**src/rtl/atan2_sr_pkg.sv**
```systemverilog
package atan2_sr_pkg;

    localparam int EXP_W  = 8;
    localparam int FRAC_W = 23;
    localparam int WORD_W = 1 + EXP_W + FRAC_W;
    localparam int MAG_W  = WORD_W - 1;

    // Magnitudes of the returned multiples of pi (sign bit supplied by y)
    localparam logic [MAG_W-1:0] MAG_ZERO   = '0;
    localparam logic [MAG_W-1:0] MAG_PI_Q   = MAG_W'(32'h3F490FDB);
    localparam logic [MAG_W-1:0] MAG_PI_H   = MAG_W'(32'h3FC90FDB);
    localparam logic [MAG_W-1:0] MAG_PI_3Q  = MAG_W'(32'h4016CBE4);
    localparam logic [MAG_W-1:0] MAG_PI     = MAG_W'(32'h40490FDB);

    localparam logic [WORD_W-1:0] QUIET_MASK = WORD_W'(1) << (FRAC_W - 1);

    typedef struct packed {
        logic sign;
        logic is_nan;
        logic is_snan;
        logic is_inf;
        logic is_zero;
    } opnd_class_t;

    typedef enum logic [3:0] {
        K_NAN_X,
        K_NAN_Y,
        K_PINF_YINF,
        K_PINF_YFIN,
        K_NINF_YINF,
        K_NINF_YFIN,
        K_YINF,
        K_XZERO,
        K_YZERO_XPOS,
        K_YZERO_XNEG,
        K_CORE
    } case_kind_t;

    typedef enum logic [1:0] {
        ST_IDLE,
        ST_DONE,
        ST_PASS
    } out_state_t;

endpackage

```
**src/rtl/fp_operand_classify.sv**
```systemverilog
module fp_operand_classify
    import atan2_sr_pkg::*;
#(
    parameter int E_W = EXP_W,
    parameter int F_W = FRAC_W
) (
    input  logic [E_W+F_W:0] word,
    output opnd_class_t      cls
);
    logic [E_W-1:0] exp_f;
    logic [F_W-1:0] frac_f;
    logic           exp_max;
    logic           exp_min;
    logic           frac_nz;

    always_comb begin
        exp_f   = word[E_W+F_W-1:F_W];
        frac_f  = word[F_W-1:0];
        exp_max = &exp_f;
        exp_min = ~|exp_f;
        frac_nz = |frac_f;

        cls.sign    = word[E_W+F_W];
        cls.is_nan  = exp_max & frac_nz;
        cls.is_snan = exp_max & frac_nz & ~frac_f[F_W-1];
        cls.is_inf  = exp_max & ~frac_nz;
        cls.is_zero = exp_min & ~frac_nz;
    end
endmodule

```
**src/rtl/atan2_case_select.sv**
```systemverilog
module atan2_case_select
    import atan2_sr_pkg::*;
(
    input  logic [WORD_W-1:0] y_word,
    input  logic [WORD_W-1:0] x_word,
    input  opnd_class_t       y_cls,
    input  opnd_class_t       x_cls,
    output logic              special,
    output logic              invalid,
    output logic [WORD_W-1:0] result
);
    case_kind_t        kind;
    logic [MAG_W-1:0]  mag;

    // Priority chain: NaN (x first), infinities, zeros, then core
    always_comb begin
        if (x_cls.is_nan)
            kind = K_NAN_X;
        else if (y_cls.is_nan)
            kind = K_NAN_Y;
        else if (x_cls.is_inf && !x_cls.sign)
            kind = y_cls.is_inf ? K_PINF_YINF : K_PINF_YFIN;
        else if (x_cls.is_inf)
            kind = y_cls.is_inf ? K_NINF_YINF : K_NINF_YFIN;
        else if (y_cls.is_inf)
            kind = K_YINF;
        else if (x_cls.is_zero && !y_cls.is_zero)
            kind = K_XZERO;
        else if (y_cls.is_zero)
            kind = x_cls.sign ? K_YZERO_XNEG : K_YZERO_XPOS;
        else
            kind = K_CORE;
    end

    always_comb begin
        mag     = MAG_ZERO;
        result  = '0;
        special = 1'b1;
        unique case (kind)
            K_NAN_X:      result = x_word | QUIET_MASK;
            K_NAN_Y:      result = y_word | QUIET_MASK;
            K_PINF_YINF:  mag = MAG_PI_Q;
            K_PINF_YFIN:  mag = MAG_ZERO;
            K_NINF_YINF:  mag = MAG_PI_3Q;
            K_NINF_YFIN:  mag = MAG_PI;
            K_YINF:       mag = MAG_PI_H;
            K_XZERO:      mag = MAG_PI_H;
            K_YZERO_XPOS: mag = MAG_ZERO;
            K_YZERO_XNEG: mag = MAG_PI;
            K_CORE:       special = 1'b0;
            default:      special = 1'b0;
        endcase
        if (special && kind != K_NAN_X && kind != K_NAN_Y)
            result = {y_cls.sign, mag};
    end

    assign invalid = x_cls.is_snan | y_cls.is_snan;
endmodule

```
**src/rtl/atan2_special_resolve.sv**
```systemverilog
module atan2_special_resolve
    import atan2_sr_pkg::*;
(
    input  logic              clk,
    input  logic              rst_n,
    input  logic              in_valid,
    input  logic [WORD_W-1:0] in_y,
    input  logic [WORD_W-1:0] in_x,
    output logic              out_valid,
    output logic              out_done,
    output logic              out_pass,
    output logic [WORD_W-1:0] out_result,
    output logic              out_invalid,
    output logic [WORD_W-1:0] out_y,
    output logic [WORD_W-1:0] out_x
);
    localparam int N_OPND = 2;

    logic [WORD_W-1:0] opnd_word [N_OPND];
    opnd_class_t       opnd_cls  [N_OPND];

    assign opnd_word[0] = in_y;
    assign opnd_word[1] = in_x;

    for (genvar k = 0; k < N_OPND; k++) begin : g_cls
        fp_operand_classify #(.E_W(EXP_W), .F_W(FRAC_W)) u_cls (
            .word (opnd_word[k]),
            .cls  (opnd_cls[k])
        );
    end

    logic              sel_special;
    logic              sel_invalid;
    logic [WORD_W-1:0] sel_result;

    atan2_case_select u_sel (
        .y_word  (in_y),
        .x_word  (in_x),
        .y_cls   (opnd_cls[0]),
        .x_cls   (opnd_cls[1]),
        .special (sel_special),
        .invalid (sel_invalid),
        .result  (sel_result)
    );

    out_state_t        state_q, state_d;
    logic [WORD_W-1:0] res_q, y_q, x_q;
    logic              inv_q;

    // Transitions T_NONE / T_RESOLVE / T_FORWARD
    always_comb begin
        if (!in_valid)
            state_d = ST_IDLE;
        else if (sel_special)
            state_d = ST_DONE;
        else
            state_d = ST_PASS;
    end

    always_ff @(posedge clk) begin
        if (!rst_n)
            state_q <= ST_IDLE;
        else
            state_q <= state_d;
    end

    always_ff @(posedge clk) begin
        if (!rst_n) begin
            res_q <= '0;
            inv_q <= 1'b0;
            y_q   <= '0;
            x_q   <= '0;
        end else if (in_valid) begin
            res_q <= sel_special ? sel_result : '0;
            inv_q <= sel_invalid;
            y_q   <= in_y;
            x_q   <= in_x;
        end
    end

    always_comb begin
        out_valid   = 1'b0;
        out_done    = 1'b0;
        out_pass    = 1'b0;
        out_result  = '0;
        out_invalid = 1'b0;
        unique case (state_q)
            ST_IDLE: ;
            ST_DONE: begin
                out_valid   = 1'b1;
                out_done    = 1'b1;
                out_result  = res_q;
                out_invalid = inv_q;
            end
            ST_PASS: begin
                out_valid   = 1'b1;
                out_pass    = 1'b1;
                out_invalid = inv_q;
            end
            default: ;
        endcase
        out_y = y_q;
        out_x = x_q;
    end
endmodule

```
**config.mk**
```make
export PLATFORM = sky130hd
export DESIGN_NAME = atan2_special_resolve
export DESIGN_NICKNAME = d
export VERILOG_FILES = /design/src/rtl/atan2_sr_pkg.sv /design/src/rtl/fp_operand_classify.sv /design/src/rtl/atan2_case_select.sv /design/src/rtl/atan2_special_resolve.sv
export SDC_FILE = /design/constraint.sdc
export NUM_CORES = 1
export LEC_CHECK = 0
export ABC_AREA = 1
export CAP_MARGIN = 20
export CORE_ASPECT_RATIO = 0.5
export CORE_UTILIZATION = 56
export CTS_BUF_LIST = sky130_fd_sc_hd__clkbuf_4 sky130_fd_sc_hd__clkbuf_8
export CTS_CLUSTER_SIZE = 40
export DETAILED_ROUTE_END_ITERATION = 16
export DONT_BUFFER_PORTS = 1
export PLACE_DENSITY = 0.78
export SLEW_MARGIN = 20
export SYNTH_ARGS = -nofsm -noshare
export SYNTH_HDL_FRONTEND = slang
export SYNTH_SLANG_ARGS = --single-unit
export TNS_END_PERCENT = 10
```
**constraint.sdc**
```tcl
create_clock -name clk -period 2.9 [get_ports clk]
set_input_delay 0.145 -clock clk [delete_from_list [all_inputs] [get_ports clk]]
set_output_delay 0.145 -clock clk [all_outputs]
set_load 0.01 [all_outputs]
```
==> impl_metrics.env <==
export IMPL_p_int_mw=1.85
export IMPL_vias=4652
export IMPL_top_usage_layer="met2"
export IMPL_viasPerCell=5.58
export IMPL_die_w_um=130
export IMPL_powerDensity_mw_per_mm2=467
export IMPL_yosysTopAreaCell="dfxtp_1"
export IMPL_avgSynthCellArea_um2=6.75
export IMPL_synth_most_common_cell="nor2_1"
export IMPL_ys_warn_count=0
export IMPL_switchingPower_mw=0.687
export IMPL_use_met2_pct=51.7
export IMPL_clkTransAtPathRegs_ns=0.09
export IMPL_max_freq_ghz=0.415
export IMPL_swShare_pct=27.0
export IMPL_cts_tree="done"
export IMPL_finalMaxSlewViolations=0
export IMPL_final_hold_violation_count=0
export IMPL_outcome="complete, no violations"
export IMPL_synth_edff_count=0
export IMPL_synthToLayoutAreaGrowth_pct=18.6
export IMPL_layout_drive_gt1_share_pct=5.51
export IMPL_synth_top_cell_area_share_pct=43.1
export IMPL_drtPass1Iterations=6
export IMPL_worst_path_most_repeated_cell="nand2_4"
export IMPL_synth_area_mm2=0.00459
export IMPL_drt_wl_total_mm=14.3
export IMPL_first_global_vias=4114
export IMPL_hp_class="in -> reg"
export IMPL_syn_inst=680
export IMPL_rsz0062_at_grt="no"
export IMPL_io_pins=167
export IMPL_ir_drop_v=0.000399
export IMPL_antenna_cells=0
export IMPL_critical_path_arrival_ns=2.64
export IMPL_htreeDepth=3
export IMPL_nets=790
export IMPL_p_leak_nw=2.39
export IMPL_grt_max_degree=99
export IMPL_groute_layer_met3_usage_pct=11.5
export IMPL_max_stage_delay_ns=0.53
export IMPL_pwr_share_comb_pct=9.8
export IMPL_path_cells="dlygate4sd3_1 -> inv_1 -> nand3b_1 -> nor2_2 -> nand3_1 -> nand2_2 -> nand2_4 -> clkinv_4 -> nand2_4 -> nor2_8 -> inv_2 -> nand2_4 -> o211ai_1 -> nand3_1 -> a21oi_1"
export IMPL_worst_pin_slew_ns=1.08
export IMPL_grt_use_met1_pct=44.9
export IMPL_drtIter0Drc=583
export IMPL_period_share_pct=83.1
export IMPL_wire_per_inst_um=17.1
export IMPL_async_flop_share_pct=0
export IMPL_synthTopCellsByArea="dfxtp_1 43%, nor2_1 12%, nand2_1 8.8%, o21ai_0 7.7%, inv_1 6.0%"
export IMPL_start_kind="input pin"
export IMPL_cts_setup_buffers=0
export IMPL_cts_sinks=99
export IMPL_overflow=0
export IMPL_grt_pass1_wl_mm=21.7
export IMPL_cts_buffer_depth=2
export IMPL_rows=22
export IMPL_critPathSlowestCell="dlygate4sd3_1"
export IMPL_initial_core_util_pct=60.2
export IMPL_slew_headroom_pct=28.3
export IMPL_synth_cell_types=30
export IMPL_holdWs_ns=0.0198
export IMPL_critPathCaptureType="register"
export IMPL_ys_seq_elements=99
export IMPL_gp_congestion=0.928
export IMPL_dieArea_mm2=0.00859
export IMPL_track_usage_pct=34.0
export IMPL_antenna_found_initial=0
export IMPL_critPathKind="in -> reg"
export IMPL_numCtsBuffers=9
export IMPL_setup_viol=0
export IMPL_skew_ns=0
export IMPL_io_buffers=0
export IMPL_drc=0
export IMPL_yosysSeqAreaShare_pct=43.1
export IMPL_sequentialPowerShare_pct=58.8
export IMPL_synth_net_count=749
export IMPL_fin_setup_tns_ns=0
export IMPL_crit_fanout=24
export IMPL_post_dp_hpwl_mm=9.12
export IMPL_ys_flop_type="dfxtp_1"
export IMPL_maxCapViolations=0
export IMPL_pwr_share_clk_pct=31.5
export IMPL_cts_root_buf="clkbuf_8"
export IMPL_worstPathRequired_ns=3.13
export IMPL_synthTopCellsByCount="148 x nor2_1, 108 x nand2_1, 99 x dfxtp_1"
export IMPL_die_y_um=66.0
export IMPL_min_period_ns=2.41
export IMPL_core_mm2=0.00762
export IMPL_clock_latency_ns=0.36
export IMPL_antenna_left=0
## metrics by stage
step | cell area [um^2] | cells | total power [mW] | setup WS [ns] | util (%)
floorplan | 4590 | 680 | 1.64 | 1.21 | -
global placement | 4590 | 752 | 1.65 | 0.593 | 60.2
detailed placement | 4590 | 752 | 1.66 | 0.550 | 60.2
CTS | 5450 | 834 | 2.55 | 0.544 | 71.5
global route | 5450 | 834 | 2.64 | 0.270 | 71.5
finish | 5450 | 834 | 2.54 | 0.489 | 71.5
## worst max-delay path, delay by kind of cell
family / cells / cell delay, ns
simple gates: 9 / 1.45
buf+inv: 4 / 0.82
compound gates: 2 / 0.21
## power by group through the flow
stage                     clock network [mW]  registers (mW)  logic, mW
after floorplan                            0            1.51      0.133
after global placement                     0            1.52      0.130
after detailed placement                   0            1.52      0.134
after CTS                              0.820            1.49      0.239
after global routing                   0.869            1.50      0.273
final                                  0.800            1.49      0.248
## area by class of cell
type,count,area (um^2)
Clock buffer,10,131
Clock inverter,6,41.3
Fill cell,649,2180
Inverter,77,294
Multi-Input combinational cell,465,2150
Sequential cell,99,1980
Tap cell,108,135
Timing Repair Buffer,69,711
## cell usage in the layout, fill, tap and decap left out, types with 3 or more instances in the layout
cell / Yosys / layout
a21oi_1: 48 / 48
buf_4: 0 / 3
clkbuf_8: 0 / 9
clkinvlp_4: 0 / 3
dfxtp_1: 99 / 99
dlygate4sd3_1: 0 / 64
inv_1: 73 / 73
nand2_1: 108 / 108
nand2_4: 5 / 5
nand3_1: 44 / 44
nand4_1: 7 / 7
nor2_1: 148 / 148
nor3_1: 3 / 3
o211ai_1: 8 / 8
o21ai_0: 71 / 71
o21ai_1: 6 / 6
## state kept, by name (all words and copies together) (netlist names)
register  count
out_x        32
out_y        32
res_q        32
state_q       2
inv_q         1
## path summary, 6_finish.rpt
| kind | end | cells after the start | slack [ns] | startpoint |
|---|---|---|---|---|
| worst max-delay path | res_q[20]$_SDFFE_PN0P_ | 15 | 0.49 | in_x[20] |
| worst min-delay path | out_x[12]$_SDFFE_PN0P_ | 2 | 0.02 | in_valid |
| worst min register to register | res_q[19]$_SDFFE_PN0P_ | 2 | 0.47 | res_q[19]$_SDFFE_PN0P_ |
| worst max register to register | out_x[13]$_SDFFE_PN0P_ | 3 | 1.65 | out_x[13]$_SDFFE_PN0P_ |
## routing by layer
layer | routed length [um] | up-vias | share of wire, %
li1 | - | 2244 | -
met1 | 6520 | 2102 | 46
met2 | 5990 | 276 | 42
met3 | 1510 | 30 | 11
met4 | 231 | 0 | 1.6
met5 | 0 | - | 0
## cell families after synthesis
family / after synthesis / share of synthesized area [%]
DFF: 99 / 43.1
adders and majority gates: 2 / 0.545
and+or+nand+nor: 326 / 30.6
buffers and inverters: 116 / 9.94
AOI/OAI and AO/OA: 137 / 15.7
## what timing repair did
item                                   4_1_cts  5_1_grt
endpoints found under the hold margin       79        0
hold buffers                                66        0
resized for setup                            0        0
Note: power is estimated with default switching activity, not from simulation.
